<file path="src/rtl/snoop_pkg.sv">
package snoop_pkg;

  typedef enum logic [0:0] {
    SINK_ICACHE = 1'b0,
    SINK_BPRED  = 1'b1
  } sink_kind_e;

  // Even sink numbers feed cache line invalidation, odd ones the predictor.
  function automatic sink_kind_e sink_kind(input int unsigned k);
    return (k % 2 == 0) ? SINK_ICACHE : SINK_BPRED;
  endfunction

  function automatic int unsigned idx_width(input int unsigned a, input int unsigned b);
    return (a > b) ? a : b;
  endfunction

  // Extract a field of width w starting at bit lo.
  function automatic logic [63:0] addr_field(input logic [63:0] a,
                                             input int unsigned lo,
                                             input int unsigned w);
    logic [63:0] mask;
    mask = ~({64{1'b1}} << w);
    return (a >> lo) & mask;
  endfunction

endpackage

</file>
<file path="src/rtl/snoop_enable_reg.sv">
module snoop_enable_reg #(
  parameter int unsigned CSR_AW = 12,
  parameter logic [CSR_AW-1:0] CSR_ADDR = 12'h7C0
) (
  input  logic              clk,
  input  logic              rst,
  input  logic              wr_en,
  input  logic [CSR_AW-1:0] wr_addr,
  input  logic              wr_bit,
  output logic              en_q
);

  logic wr_hit;
  assign wr_hit = wr_en && (wr_addr == CSR_ADDR);

  always_ff @(posedge clk) begin
    if (rst)         en_q <= 1'b0;
    else if (wr_hit) en_q <= wr_bit;
  end

endmodule

</file>
<file path="src/rtl/snoop_index_map.sv">
module snoop_index_map import snoop_pkg::*; #(
  parameter sink_kind_e  KIND        = SINK_ICACHE,
  parameter int unsigned ADDR_W      = 32,
  parameter int unsigned LINE_OFFS_W = 5,
  parameter int unsigned LINE_IDX_W  = 7,
  parameter int unsigned BP_IDX_W    = 8,
  parameter int unsigned IDX_W       = 8
) (
  input  logic [ADDR_W-1:0] addr,
  output logic [IDX_W-1:0]  idx
);

  localparam int unsigned WORD_OFFS_W = 2;

  logic [63:0] wide_addr;
  assign wide_addr = 64'(addr);

  if (KIND == SINK_ICACHE) begin : g_line
    assign idx = IDX_W'(addr_field(wide_addr, LINE_OFFS_W, LINE_IDX_W));
  end else begin : g_pred
    assign idx = IDX_W'(addr_field(wide_addr, WORD_OFFS_W, BP_IDX_W));
  end

endmodule

</file>
<file path="src/rtl/snoop_queue.sv">
module snoop_queue #(
  parameter int unsigned DEPTH = 4,
  parameter int unsigned W     = 8,
  localparam int unsigned PTR_W = (DEPTH > 1) ? $clog2(DEPTH) : 1,
  localparam int unsigned CNT_W = $clog2(DEPTH + 1)
) (
  input  logic         clk,
  input  logic         rst,
  input  logic         push,
  input  logic [W-1:0] push_data,
  output logic         full,
  output logic         out_valid,
  output logic [W-1:0] out_data,
  input  logic         out_ready
);

  logic [W-1:0]     slots [DEPTH];
  logic [PTR_W-1:0] wr_ptr;
  logic [PTR_W-1:0] rd_ptr;
  logic [CNT_W-1:0] count;
  logic             push_evt;
  logic             pop_evt;

  function automatic logic [PTR_W-1:0] bump(input logic [PTR_W-1:0] p);
    return (p == PTR_W'(DEPTH - 1)) ? '0 : p + PTR_W'(1);
  endfunction

  assign full      = (count == CNT_W'(DEPTH));
  assign out_valid = (count != '0);
  assign out_data  = slots[rd_ptr];
  assign push_evt  = push && !full;
  assign pop_evt   = out_valid && out_ready;

  always_ff @(posedge clk) begin
    if (push_evt) slots[wr_ptr] <= push_data;
  end

  always_ff @(posedge clk) begin
    if (rst) begin
      wr_ptr <= '0;
      rd_ptr <= '0;
      count  <= '0;
    end else begin
      if (push_evt) wr_ptr <= bump(wr_ptr);
      if (pop_evt)  rd_ptr <= bump(rd_ptr);
      case ({push_evt, pop_evt})
        2'b10:   count <= count + CNT_W'(1);
        2'b01:   count <= count - CNT_W'(1);
        default: count <= count;
      endcase
    end
  end

endmodule

</file>
<file path="src/rtl/store_snoop_inval.sv">
module store_snoop_inval import snoop_pkg::*; #(
  parameter bit          SNOOP_PRESENT = 1'b1,
  parameter int unsigned NUM_SINKS     = 2,
  parameter int unsigned QUEUE_DEPTH   = 4,
  parameter int unsigned ADDR_W        = 32,
  parameter int unsigned LINE_OFFS_W   = 5,
  parameter int unsigned LINE_IDX_W    = 7,
  parameter int unsigned BP_IDX_W      = 8,
  parameter int unsigned CSR_AW        = 12,
  parameter logic [CSR_AW-1:0] CTRL_CSR_ADDR = 12'h7C0,
  localparam int unsigned IDX_W = idx_width(LINE_IDX_W, BP_IDX_W)
) (
  input  logic                       clk,
  input  logic                       rst,
  input  logic                       csr_we,
  input  logic [CSR_AW-1:0]          csr_addr,
  input  logic                       csr_wdata,
  output logic                       csr_rdata,
  input  logic                       st_valid,
  input  logic [ADDR_W-1:0]          st_addr,
  output logic                       st_ready,
  output logic                       mem_valid,
  output logic [ADDR_W-1:0]          mem_addr,
  input  logic                       mem_ready,
  output logic [NUM_SINKS-1:0]       inval_valid,
  output logic [NUM_SINKS*IDX_W-1:0] inval_idx,
  input  logic [NUM_SINKS-1:0]       inval_ready,
  output logic                       busy
);

  // Internal events, visible to the bound checker.
  logic en_q;
  logic enq_fire;
  logic any_full;

  assign mem_addr = st_addr;

  if (SNOOP_PRESENT) begin : g_snoop
    logic [NUM_SINKS-1:0] q_full;
    logic                 space_ok;

    snoop_enable_reg #(
      .CSR_AW   (CSR_AW),
      .CSR_ADDR (CTRL_CSR_ADDR)
    ) u_enable (
      .clk     (clk),
      .rst     (rst),
      .wr_en   (csr_we),
      .wr_addr (csr_addr),
      .wr_bit  (csr_wdata),
      .en_q    (en_q)
    );

    assign any_full  = |q_full;
    assign space_ok  = !any_full;
    assign st_ready  = mem_ready && (!en_q || space_ok);
    assign mem_valid = st_valid && (!en_q || space_ok);
    assign enq_fire  = st_valid && st_ready && en_q;
    assign busy      = |inval_valid;
    assign csr_rdata = (csr_addr == CTRL_CSR_ADDR) && en_q;

    for (genvar k = 0; k < NUM_SINKS; k++) begin : g_sink
      logic [IDX_W-1:0] idx_in;

      snoop_index_map #(
        .KIND        (sink_kind(k)),
        .ADDR_W      (ADDR_W),
        .LINE_OFFS_W (LINE_OFFS_W),
        .LINE_IDX_W  (LINE_IDX_W),
        .BP_IDX_W    (BP_IDX_W),
        .IDX_W       (IDX_W)
      ) u_map (
        .addr (st_addr),
        .idx  (idx_in)
      );

      snoop_queue #(
        .DEPTH (QUEUE_DEPTH),
        .W     (IDX_W)
      ) u_queue (
        .clk       (clk),
        .rst       (rst),
        .push      (enq_fire),
        .push_data (idx_in),
        .full      (q_full[k]),
        .out_valid (inval_valid[k]),
        .out_data  (inval_idx[k*IDX_W +: IDX_W]),
        .out_ready (inval_ready[k])
      );
    end
  end else begin : g_bare
    assign en_q        = 1'b0;
    assign enq_fire    = 1'b0;
    assign any_full    = 1'b0;
    assign st_ready    = mem_ready;
    assign mem_valid   = st_valid;
    assign inval_valid = '0;
    assign inval_idx   = '0;
    assign busy        = 1'b0;
    assign csr_rdata   = 1'b0;
  end

endmodule

</file>
<file path="config.mk">
export PLATFORM = sky130hd
export DESIGN_NAME = store_snoop_inval
export DESIGN_NICKNAME = d
export VERILOG_FILES = /design/src/rtl/snoop_pkg.sv /design/src/rtl/snoop_enable_reg.sv /design/src/rtl/snoop_index_map.sv /design/src/rtl/snoop_queue.sv /design/src/rtl/store_snoop_inval.sv
export SDC_FILE = /design/constraint.sdc
export NUM_CORES = 1
export LEC_CHECK = 0
export BUFFER_PORTS_ARGS = -buffer_cell sky130_fd_sc_hd__buf_2
export CAP_MARGIN = 15
export CORE_ASPECT_RATIO = 0.7
export CORE_MARGIN = 2
export CORE_UTILIZATION = 51
export CTS_CLUSTER_DIAMETER = 200
export DETAILED_ROUTE_END_ITERATION = 12
export PLACE_DENSITY = 0.87
export SKIP_LAST_GASP = 1
export SLEW_MARGIN = 20
export SYNTH_ARGS = -nofsm -noshare
export SYNTH_HDL_FRONTEND = slang
export SYNTH_SLANG_ARGS = --single-unit
export TNS_END_PERCENT = 100
</file>
<file path="constraint.sdc">
create_clock -name clk -period 2.7 [get_ports clk]
set_input_delay 0.54 -clock clk [delete_from_list [all_inputs] [get_ports clk]]
set_output_delay 0.54 -clock clk [all_outputs]
set_load 0.1 [all_outputs]
</file>
==> results.json <==
{
  "hp-start": "st_addr[4]",
  "p_leak_nw": 1.449,
  "worstPathMaxFanout": 8,
  "synthCells": 239,
  "avgViaCountPerCell": 5.212,
  "antenna_cells": 0,
  "clock_latency_ps": 340,
  "stdcell_area_um2": 3934,
  "clock_path_buffers": 2,
  "drt-pass1-iter-count": 4,
  "ant_nets": 0,
  "initial_core_util_pct": 52.74,
  "stdcell_count": 368,
  "min_path_type": "in -> reg",
  "syn_area_um2": 3563,
  "die_h_um": 73.94,
  "critPathCaptureType": "primary output",
  "path_cells": "mux4_2 -> buf_2",
  "timing.final.max_slew_violations": 0,
  "rsz0062_at_grt": "no",
  "grt.total_usage_pct": 16.38,
  "rows": 25,
  "postCtsSetupBuffers": 0,
  "drc": 0,
  "syn_nets": 305,
  "yosysTopAreaCell": "edfxtp_1",
  "grt_pass1_wl_um": 9501,
  "yosysWarnings": 0,
  "fin_crit_sh_pct": 91.87,
  "power_density_nw_per_um2": 628.7,
  "finalWeightedCongestion": 0.7868,
  "crit_slowest_cell": "dfxtp_1",
  "clkTransAtPathRegs_ps": 80,
  "cts_resized": 0,
  "avgSynthCellArea_um2": 14.91,
  "finalWirelength_um": 5775,
  "cts_tree": "yes",
  "critPathKind": "reg -> out",
  "outcome": "completed",
  "die_area_um2": 7682,
  "synth_cell_types": 35,
  "vias": 1918,
  "core_um2": 6756,
  "fillers": 549,
  "arrival_ps": 1940,
  "die_w_um": 103.9,
  "max_stage_delay_ps": 690,
  "yosys.area.top_type_share_pct": 50.56,
  "dp.cells": 352,
  "dpl.hpwl_um": 4152,
  "overflow": 0,
  "fin_crit_ps": 2480,
  "pin_count": 106,
  "grt_pass1_vias": 1937,
  "postPlaceCellArea_um2": 3690,
  "cts_made_buffers": 9,
  "slew_headroom_pct": 61.64,
  "maxCapViolations": 0,
  "worst-slew-pin-transition_ps": 574.5,
  "h-tree-depth": 3,
  "clock_tree.root_cell": "clkbuf_8",
  "finalSetupViolCount": 0,
  "worst_slack_ps": 219.6,
  "io_buffers": 60,
  "r2r_start": "g_snoop.g_sink[1].u_queue.count[2]",
  "cts_sinks": 79,
  "wl_per_cell_um": 15.69,
  "fmax_mhz": 403.2,
  "max-vdd-ir-drop_uv": 229.8,
  "synth_seq_cells": 79,
  "yosys-top-cells-area": "edfxtp_1 51%, dfxtp_1 11%, mux4_2 9.5%",
  "hold_violations": 0,
  "drt_iter0_drc": 66,
  "syn_to_final_growth_pct": 10.39,
  "startpoint_type": "flop",
  "antenna_found_initial": 0,
  "layout_common_cells": "60 x edfxtp_1, 60 x buf_2, 19 x dfxtp_1, 15 x mux4_2, 14 x inv_1",
  "place_ws_ps": 441.3,
  "whs_ps": 431.1,
  "grt_max_degree": 19,
  "fin_nets": 335,
  "setup_tns_ps": 0,
  "drive_gt1_share_pct": 35.77,
  "yosysSeqAreaShare_pct": 61.24,
  "holdBufCountCts": 0,
  "skew_ps": 10.69,
  "required_ps": 2160
}
[worst max-delay path, delay by kind of cell (launching register included)]
kind | cells | cell delay, ps
multiplexers | 1 | 600
flip-flops | 1 | 690
buffers and inverters | 1 | 310
[where the power goes]
group          switching [mW]  internal [mW]  leakage, nW
logic                   0.105         0.0247        0.636
clock network           0.421          0.621        0.121
registers           0.0000137           1.30        0.692
[state kept, by name (all words and copies together) (netlist names), named ones only]
register / count
g_snoop.g_sink.u_queue.count: 6
g_snoop.g_sink.u_queue.rd_ptr: 4
g_snoop.g_sink.u_queue.slots: 60
g_snoop.g_sink.u_queue.wr_ptr: 4
g_snoop.u_enable.en_q: 1
[synth_stat cells, drive strengths merged]
library cell and instances:
or3 6, o21ai 3, nand3 1, nor4bb 1, nor3b 2, conb 1
dfxtp 19, nor2 8, o31ai 6, or2 1, edfxtp 60, inv 14
nand4 5, and3 2, ha 12, mux4 15, or3b 2, clkbuf 1
nand2b 2, and2 10, a21oi 8, and4b 1, buf 41, nor3 3
mux2i 3, nor4 2, nand4b 1, nand2 3, fa 2, xor2 4
[path summary, 6_finish.rpt]
check | endpoint | cells past startpoint | slack (ps)
worst max register to register | g_snoop.g_sink[1].u_queue.count[2] | 9 | 450
worst min-delay path | g_snoop.g_sink[1].u_queue.slots[0][2] | 1 | 430
worst min register to register | g_snoop.g_sink[0].u_queue.rd_ptr[0] | 2 | 500
worst max-delay path | inval_idx[12] | 2 | 220
[logic make-up after synthesis]
family | synth area share, %
xor+xnor | 0.9830
simple gates | 8.778
fa+ha+maj | 5.337
compound gates | 3.371
other cells | 0.1052
flops | 61.24
mux | 10.32
buf+inv | 9.866
[metal layers]
metal  vias up  GRT usage (%)  routed length, um
met4         0          2.853                 38
met5         -              0                  0
li1        901              -                  -
met2        71          28.29               2775
met1       939          20.32               2624
met3         7          6.573                336
[metrics by stage]
| step | power, mW | utilization (%) |
|---|---|---|
| after floorplan | 1.582 | - |
| after global placement | 1.457 | 54.61 |
| after detailed placement | 1.460 | 54.61 |
| after CTS | 2.496 | 58.22 |
| after global routing | 2.562 | 58.22 |
| final | 2.473 | 58.22 |
[layout make-up]
type | instances | area, um^2 | area share (%)
timing repair buffer | 61 | 307.8 | 7.824
sequential | 79 | 2182 | 55.47
multi-input combinational | 104 | 1030 | 26.18
inverter | 14 | 52.55 | 1.336
tap | 94 | 117.6 | 2.990
clock inverter | 6 | 116.4 | 2.958
clock buffer | 10 | 127.6 | 3.244
Power figures use the tool's default switching activity.
